$ cat src/rtl/nwa_pkg.sv
package nwa_pkg;
  typedef enum logic [1:0] {
    PORT_DATA = 2'd0,
    PORT_CMD  = 2'd1,
    PORT_ADDR = 2'd2,
    PORT_ALT  = 2'd3
  } port_e;

  typedef enum logic [1:0] {
    ST_IDLE = 2'd0,
    ST_BUS  = 2'd1,
    ST_DONE = 2'd2
  } state_e;
endpackage

$ cat src/rtl/nwa_beat_plan.sv
module nwa_beat_plan #(
  parameter int DW = 32,
  localparam int BYTES = DW / 8,
  localparam int CW = $clog2(BYTES) + 1
) (
  input  logic [1:0]    size,
  input  logic          wide,
  output logic [CW-1:0] beats
);
  int nbytes;
  always_comb begin
    if (int'(size) >= $clog2(BYTES)) nbytes = BYTES;
    else nbytes = 1 << size;
    if (wide) beats = CW'((nbytes + 1) / 2);
    else beats = CW'(nbytes);
  end
endmodule

$ cat src/rtl/nwa_lane_sel.sv
module nwa_lane_sel #(
  parameter int DW = 32,
  parameter int BW = 16,
  localparam int IW = $clog2(DW / 8)
) (
  input  logic [DW-1:0] wdata,
  input  logic [IW-1:0] idx,
  input  logic          wide,
  output logic [BW-1:0] dout
);
  logic [DW-1:0] narrow_sh, wide_sh;
  always_comb begin
    narrow_sh = wdata >> {idx, 3'b000};
    wide_sh   = wdata >> {idx, 4'b0000};
    if (wide) dout = wide_sh[BW-1:0];
    else dout = {{(BW-8){1'b0}}, narrow_sh[7:0]};
  end
endmodule

$ cat src/rtl/nwa_read_acc.sv
module nwa_read_acc #(
  parameter int DW = 32,
  parameter int BW = 16,
  localparam int IW = $clog2(DW / 8)
) (
  input  logic          clk,
  input  logic          rst_n,
  input  logic          clear,
  input  logic          take,
  input  logic          wide,
  input  logic          byte_only,
  input  logic [IW-1:0] idx,
  input  logic [BW-1:0] din,
  output logic [DW-1:0] acc
);
  logic [DW-1:0] lane;
  always_comb begin
    if (wide && !byte_only)
      lane = {{(DW-BW){1'b0}}, din} << {idx, 4'b0000};
    else if (wide)
      lane = {{(DW-8){1'b0}}, din[7:0]} << {idx, 4'b0000};
    else
      lane = {{(DW-8){1'b0}}, din[7:0]} << {idx, 3'b000};
  end

  always_ff @(posedge clk) begin
    if (!rst_n || clear) acc <= '0;
    else if (take) acc <= acc | lane;
  end
endmodule

$ cat src/rtl/nand_width_adapter.sv
module nand_width_adapter
  import nwa_pkg::*;
#(
  parameter int DW = 32,
  parameter int BW = 16,
  localparam int IW = $clog2(DW / 8),
  localparam int CW = $clog2(DW / 8) + 1
) (
  input  logic          clk,
  input  logic          rst_n,
  input  logic [1:0]    dev_cfg,
  input  logic          req_valid,
  output logic          req_ready,
  input  logic [1:0]    req_port,
  input  logic [1:0]    req_size,
  input  logic          req_write,
  input  logic [DW-1:0] req_wdata,
  output logic          rsp_done,
  output logic [DW-1:0] rsp_rdata,
  output logic          nand_valid,
  input  logic          nand_ready,
  output logic          nand_we,
  output logic          nand_cle,
  output logic          nand_ale,
  output logic [BW-1:0] nand_dout,
  input  logic [BW-1:0] nand_din
);
  state_e        state;
  port_e         port_q;
  logic          wr_q, wide_q, byte_q;
  logic [DW-1:0] wdata_q;
  logic [IW-1:0] idx;
  logic [CW-1:0] beats_q, beats_new;
  logic [DW-1:0] acc;
  logic          cfg_unused;
  logic          accept, beat_hs, last_beat;

  assign cfg_unused = dev_cfg[1];
  assign accept     = req_valid && req_ready;
  assign beat_hs    = nand_valid && nand_ready;
  assign last_beat  = (CW'(idx) + CW'(1)) == beats_q;

  nwa_beat_plan #(.DW(DW)) u_plan (
    .size (req_size),
    .wide (dev_cfg[0]),
    .beats(beats_new)
  );

  always_ff @(posedge clk) begin
    if (!rst_n) begin
      state   <= ST_IDLE;
      port_q  <= PORT_DATA;
      wr_q    <= 1'b0;
      wide_q  <= 1'b0;
      byte_q  <= 1'b0;
      wdata_q <= '0;
      beats_q <= '0;
      idx     <= '0;
    end else begin
      case (state)
        ST_IDLE: if (accept) begin
          state   <= ST_BUS;
          port_q  <= port_e'(req_port);
          wr_q    <= req_write;
          wide_q  <= dev_cfg[0];
          byte_q  <= (req_size == 2'd0);
          wdata_q <= req_wdata;
          beats_q <= beats_new;
          idx     <= '0;
        end
        ST_BUS: if (beat_hs) begin
          if (last_beat) state <= ST_DONE;
          else idx <= idx + 1'b1;
        end
        default: state <= ST_IDLE;
      endcase
    end
  end

  nwa_lane_sel #(.DW(DW), .BW(BW)) u_lane (
    .wdata(wdata_q),
    .idx  (idx),
    .wide (wide_q),
    .dout (nand_dout)
  );

  nwa_read_acc #(.DW(DW), .BW(BW)) u_acc (
    .clk      (clk),
    .rst_n    (rst_n),
    .clear    (accept),
    .take     (beat_hs && !wr_q),
    .wide     (wide_q),
    .byte_only(byte_q),
    .idx      (idx),
    .din      (nand_din),
    .acc      (acc)
  );

  assign req_ready  = (state == ST_IDLE);
  assign nand_valid = (state == ST_BUS);
  assign nand_we    = nand_valid && wr_q;
  assign nand_cle   = nand_we && (port_q == PORT_CMD);
  assign nand_ale   = nand_we && (port_q == PORT_ADDR);
  assign rsp_done   = (state == ST_DONE);
  assign rsp_rdata  = rsp_done ? acc : '0;
endmodule

$ cat config.mk
export PLATFORM = sky130hd
export DESIGN_NAME = nand_width_adapter
export DESIGN_NICKNAME = d
export VERILOG_FILES = /design/src/rtl/nwa_pkg.sv /design/src/rtl/nwa_beat_plan.sv /design/src/rtl/nwa_lane_sel.sv /design/src/rtl/nwa_read_acc.sv /design/src/rtl/nand_width_adapter.sv
export SDC_FILE = /design/constraint.sdc
export NUM_CORES = 1
export LEC_CHECK = 0
export CAP_MARGIN = 20
export CORE_ASPECT_RATIO = 1.75
export CORE_MARGIN = 4
export CORE_UTILIZATION = 50
export CTS_CLUSTER_SIZE = 25
export DETAILED_ROUTE_END_ITERATION = 8
export GPL_ROUTABILITY_DRIVEN = 0
export PLACE_DENSITY_LB_ADDON = 0.1
export SETUP_SLACK_MARGIN = 0.02
export SLEW_MARGIN = 20
export SYNTH_ARGS = -nofsm -noshare
export SYNTH_HDL_FRONTEND = slang
export SYNTH_HIERARCHICAL = 1
export SYNTH_SLANG_ARGS = --single-unit
$ cat constraint.sdc
create_clock -name clk -period 3.4 [get_ports clk]
set_clock_uncertainty 0.2 [all_clocks]
set_input_delay 0.34 -clock clk [delete_from_list [all_inputs] [get_ports clk]]
set_output_delay 0.34 -clock clk [all_outputs]
set_load 0.01 [all_outputs]
==> impl_metrics.ini, run 1 <==
[timing]
hold_viol = 0
fin_crit_ns = 2.87
slew_headroom_pct = 48.8
maxSlewViolCount = 0
whs_ns = 0.257
period_share_pct = 84.4
setup_viol = 0
setup_tns_ns = 0
rsz0062_at_grt = no
fmax_ghz = 0.348
tightestPinTransition_ns = 0.767

[cells_and_area]
final_common_cell = clkdlybuf4s50_1
final_cell_mix = clkdlybuf4s50_1, nand2_1, dfxtp_1, a21oi_1, nor2_1
design_area_mm2 = 0.00503
nets = 606
stdcell_count = 635
drive_above_1_share_pct = 6.38
areaGrowthSynthToFinish_pct = 37.9
diodes = 0

[global_route]
use_met3_pct = 5.56
grt_pass1_vias = 3323
grt_first_pass_wirelength_um = 15700
grt_max_degree = 42
grt_util_met2_pct = 41.3
antenna_found_initial = 0
globalRouteOverflowTotal = 0
met1_usage_pct = 24.8
grt_util_all_layers_pct = 23.0
grt.busiest_layer = met2

[routing]
num_vias = 3454
drc_errors = 0
wl_um = 9850
antenna_left = 0
firstDrtPassIters = 4
wl_per_cell_um = 15.5
viasPerCell = 5.44
drt_iter0_markers = 214

[setup_path]
slowest_delay_ns = 0.81
cp.required_ns = 2.86
critPathKind = reg -> out
reg2reg_slack_ns = 0.86
worstReg2RegEnd = idx[1]$_SDFFE_PN0P_
cp-end-kind = output pin
critPathCapture = nand_dout[6]
path_cells = nor2_1 > o32a_1 > a21oi_1 > clkdlybuf4s50_1
critPathArrivalTime_ns = 2.33
r2r_cells = 6
cp-startpoint = idx[0]$_SDFFE_PN0P_
cp-start-kind = register
r2r-start = idx[0]$_SDFFE_PN0P_
slowest_stage = dfxtp_2
cp_max_fo = 41

[power_and_ir_drop]
clkPwrFrac_pct = 41.0
switchingPower_uw = 545
irDropWorstVdd_v = 0.000340
cellPowerDensity_mw_per_mm2 = 429
power_frac_comb_pct = 14.1
p_sw_share_pct = 25.2
p_int_uw = 1610
leakage_uw = 0.00193
pwr-share-seq_pct = 44.9

[run_status]
status = finished, final reports clean

[clock_network]
clk_latency_ns = 0.33
postCtsHoldBufs = 0
htreeDepth = 3
cts_tree = done
clockRootBuffer = clkbuf_16
clk_pin_slew_ns = 0.06
cts_buffer_depth = 2
post_cts_resized = 0
clock_sinks = 76
cts_setup_buffers = 0
numCtsBuffers = 9

[placed_design]
placed_cell_area_mm2 = 0.00476
dp_hpwl_um = 7260
dp.cells = 620
portBuffers = 111

[die]
io_pins = 113
die-area_mm2 = 0.00879
core_area_mm2 = 0.00718
rows = 41
start_util_pct = 50.8
fp.dieW_um = 72.6
die_height_um = 121

[synthesis]
synthFlopType = dfxtp_1
yosysSeqAreaShare_pct = 41.7
synth_fp_nets = 505
yosysWarningCount = 6
ys_ff_latch = 76
syn_inst = 444
syn_area_mm2 = 0.00365
avgSynthCellArea_um2 = 8.22
ys_types = 50
async_reset_ff_share_pct = 0
synth-edff-count = 0

[flow_run]
cap_violations = 0

[min_path]
holdCritPathClass = reg -> reg
-- per-layer routing --
layer / vias up / wire, µm
met1: 1584 / 3760
met5: - / 0
met4: 0 / 250
met3: 18 / 531
met2: 111 / 5300
li1: 1741 / -
-- state kept, by name (all words and copies together) (netlist names) --
signal / cells
wdata_q: 32
wide_q: 1
port_q: 2
wr_q: 1
beats_q: 3
state: 2
u_acc/acc: 32
byte_q: 1
idx: 2
-- area by class of cell --
type	instances	area, µm²
Sequential cell	76	1520
Inverter	6	22.5
Clock buffer	11	253
Clock inverter	4	25.0
Fill cell	638	2150
Tap cell	86	108
Timing Repair Buffer	118	1160
Multi-Input combinational cell	334	1940
-- worst min path at each step --
stage / from / end / slack (ns) / depth (start not counted)
3_5_place_dp: u_acc/acc[22]$_SDFFE_PP0P_ / u_acc/acc[22]$_SDFFE_PP0P_ / 0.24 / 2
6_report: u_acc/acc[22]$_SDFFE_PP0P_ / u_acc/acc[22]$_SDFFE_PP0P_ / 0.26 / 2
4_1_cts: u_acc/acc[22]$_SDFFE_PP0P_ / u_acc/acc[22]$_SDFFE_PP0P_ / 0.26 / 2
5_1_grt: wdata_q[6]$_SDFFE_PN0P_ / wdata_q[6]$_SDFFE_PN0P_ / 0.29 / 2
2_1_floorplan: u_acc/acc[16]$_SDFFE_PP0P_ / u_acc/acc[16]$_SDFFE_PP0P_ / 0.22 / 2
3_3_place_gp: u_acc/acc[16]$_SDFFE_PP0P_ / u_acc/acc[16]$_SDFFE_PP0P_ / 0.23 / 2
-- power by group through the flow --
stage	registers (µW)	logic (µW)	clock network, µW
2_1_floorplan	967	181	0
3_3_place_gp	985	300	0
3_5_place_dp	986	304	0
4_1_cts	967	306	900
5_1_grt	972	335	940
6_report	968	305	885
-- cells by family after synthesis --
| group | Yosys count | synth area share [%] |
|---|---|---|
| compound gates | 105 | 19.0 |
| xor+xnor | 3 | 0.720 |
| fa+ha+maj | 2 | 0.685 |
| buf+inv | 34 | 5.17 |
| flops | 76 | 41.7 |
| mux | 12 | 3.32 |
| simple gates | 212 | 29.4 |
-- worst max-delay path, delay by kind of cell (launching register included) --
family / cells / cell delay (ns)
buffers and inverters: 1 / 0.57
flip-flops: 1 / 0.81
AO/OA/AOI/OAI: 2 / 0.48
AND/OR/NAND/NOR: 1 / 0.12
-- stage by stage --
stage	power, µW	util, %	setup slack, ns
global route	2250	70.1	0.395
global placement	1280	66.2	0.893
finish	2160	70.1	0.531
CTS	2170	70.1	0.534
floorplan	1150	-	1.39
detailed placement	1290	66.2	0.833
-- synthesized netlist by cell type, drive strengths merged, types with 5 or more instances --
master / count / area, µm²
a21oi: 55 / 279
a221o: 12 / 120
a22o: 6 / 52.6
and2: 32 / 200
and3: 14 / 88.8
buf: 19 / 131
clkbuf: 9 / 35.0
dfxtp: 76 / 1520
mux2i: 11 / 110
nand2: 90 / 340
nand3: 5 / 25.0
nor2: 41 / 173
nor3b: 13 / 97.6
o22ai: 8 / 50.1
o32a: 8 / 80.1
Power figures use the tool's default switching activity.
==> inputs of run 2 (changes only) <==
- CORE_UTILIZATION: 50 -> 42
- clock period: 3.4 -> 2.5 ns (I/O delays scaled with it)
==> run 2 against run 1 <==
  * Cell count rose by 6.3%
  * Clock power rose by 39%
  * Largest power group unchanged
  * Highest routed layer unchanged
  * Worst hold slack got worse by 0.0039 ns
  * Register-to-register slack got worse by 0.41 ns
  * Critical endpoint is now nand_dout[15]
  * Critical path type unchanged
==> impl_metrics.ini, run 2 (synthesized netlist as in run 1, its figures left out) <==
[timing]
rsz0062_at_grt = no
fmax_ghz = 0.427
tightestPinTransition_ns = 0.520
period_share_pct = 93.7
setup_viol = 0
hold_viol = 0
setup_tns_ns = 0
slew_headroom_pct = 65.2
whs_ns = 0.253
fin_crit_ns = 2.34
maxSlewViolCount = 0

[routing]
viasPerCell = 5.11
firstDrtPassIters = 4
num_vias = 3451
antenna_left = 0
drt_iter0_markers = 129
wl_per_cell_um = 14.6
drc_errors = 0
wl_um = 9820

[die]
die_height_um = 131
core_area_mm2 = 0.00837
fp.dieW_um = 78.5
rows = 44
die-area_mm2 = 0.0103
start_util_pct = 43.6
io_pins = 113

[cells_and_area]
final_cell_mix = clkdlybuf4s50_1, nand2_1, dfxtp_1, a21oi_1, nor2_1
reg_top3 = u_acc/acc: 32 flops, wdata_q: 32 flops, beats_q: 3 flops
diodes = 0
nFillCells = 790
nets = 616
final_common_cell = clkdlybuf4s50_1
drive_above_1_share_pct = 8.93
areaGrowthSynthToFinish_pct = 42.0

[clock_network]
clk_latency_ns = 0.33
clk_pin_slew_ns = 0.06
clockRootBuffer = clkbuf_16
numCtsBuffers = 9
clock_sinks = 76
cts_buffer_depth = 2
cts_tree = done
postCtsHoldBufs = 0
htreeDepth = 3

[global_route]
grt_first_pass_wirelength_um = 16100
grt_max_degree = 42
globalRouteOverflowTotal = 0
grt_util_all_layers_pct = 19.4
antenna_found_initial = 0
grt_pass1_vias = 3226

[setup_path]
cp-end-kind = output pin
cp_max_fo = 10
slowest_delay_ns = 0.56
cp_num_buf_inv = 3
critPathKind = reg -> out
cp-start-kind = register
path_delay_family = buffers and inverters
path_cells = buf_4 > clkinvlp_4 > nand2_2 > nor2_1 > clkdlybuf4s50_1
cp.required_ns = 2.05
critPathArrivalTime_ns = 1.89
slowest_stage = clkdlybuf4s50_1

[power_and_ir_drop]
cellPowerDensity_mw_per_mm2 = 571
irDropWorstVdd_v = 0.000505
leakage_uw = 0.00207

[min_path]
holdCritPathClass = reg -> reg

[placed_design]
portBuffers = 111
dp_hpwl_um = 7230

[flow_run]
cap_violations = 0

[run_status]
status = finished, final reports clean
[run 2: through the flow]
stage               power [µW]  std cells  setup WS, ns  area [µm²]  utilization [%]
detailed placement        1770        659         0.299        4880             58.3
global route              3100        675        0.0274        5180             61.9
CTS                       3000        675        0.0119        5170             61.8
finish                    2960        675         0.158        5180             61.9
floorplan                 1560        444         0.488        3650                -
global placement          1760        659         0.317        4880             58.3
[run 2: worst paths after layout]
kind / slack [ns] / depth (start not counted) / start / to
max reg2reg: 0.45 / 6 / state[0]$_SDFFE_PN0P_ / u_acc/acc[19]$_SDFFE_PP0P_
max: 0.16 / 5 / idx[1]$_SDFFE_PN0P_ / nand_dout[15]
min: 0.25 / 2 / u_acc/acc[16]$_SDFFE_PP0P_ / u_acc/acc[16]$_SDFFE_PP0P_
min reg2reg: 0.25 / 2 / u_acc/acc[16]$_SDFFE_PP0P_ / u_acc/acc[16]$_SDFFE_PP0P_
[run 2: report_power, final]
group | switching [µW] | internal, µW
Combinational | 211 | 223
Sequential | 39.8 | 1260
Clock | 539 | 687
[run 2: tightest hold or removal path: cells and delay by family, from the launching register on]
family	cells	cell delay [ns]
simple gates	1	0.04
compound gates	1	0.06
flops	1	0.32
[run 2: cell type report]
cell class,count,area [µm²],area share [%]
repair buffers,128,1260,24.3
clock buffers,9,225,4.34
well taps,115,144,2.78
inverters,6,26.3,0.507
flip-flops and latches,76,1520,29.4
multi-input cells,334,1950,37.5
clock inverters,7,58.8,1.13
[run 2: what timing repair did]
item	CTS	global route
buffers inserted	0	0
endpoints found under the setup margin	16	13
pin swaps	0	0
resized for setup	6	6
[run 2: metal layers]
metal	up-vias	global-route usage (%)	share of wire (%)
met2	106	33.8	52
met3	8	4.52	5.5
met5	-	0	0
li1	1761	-	-
met1	1576	22.8	41
met4	0	7.10	1.1
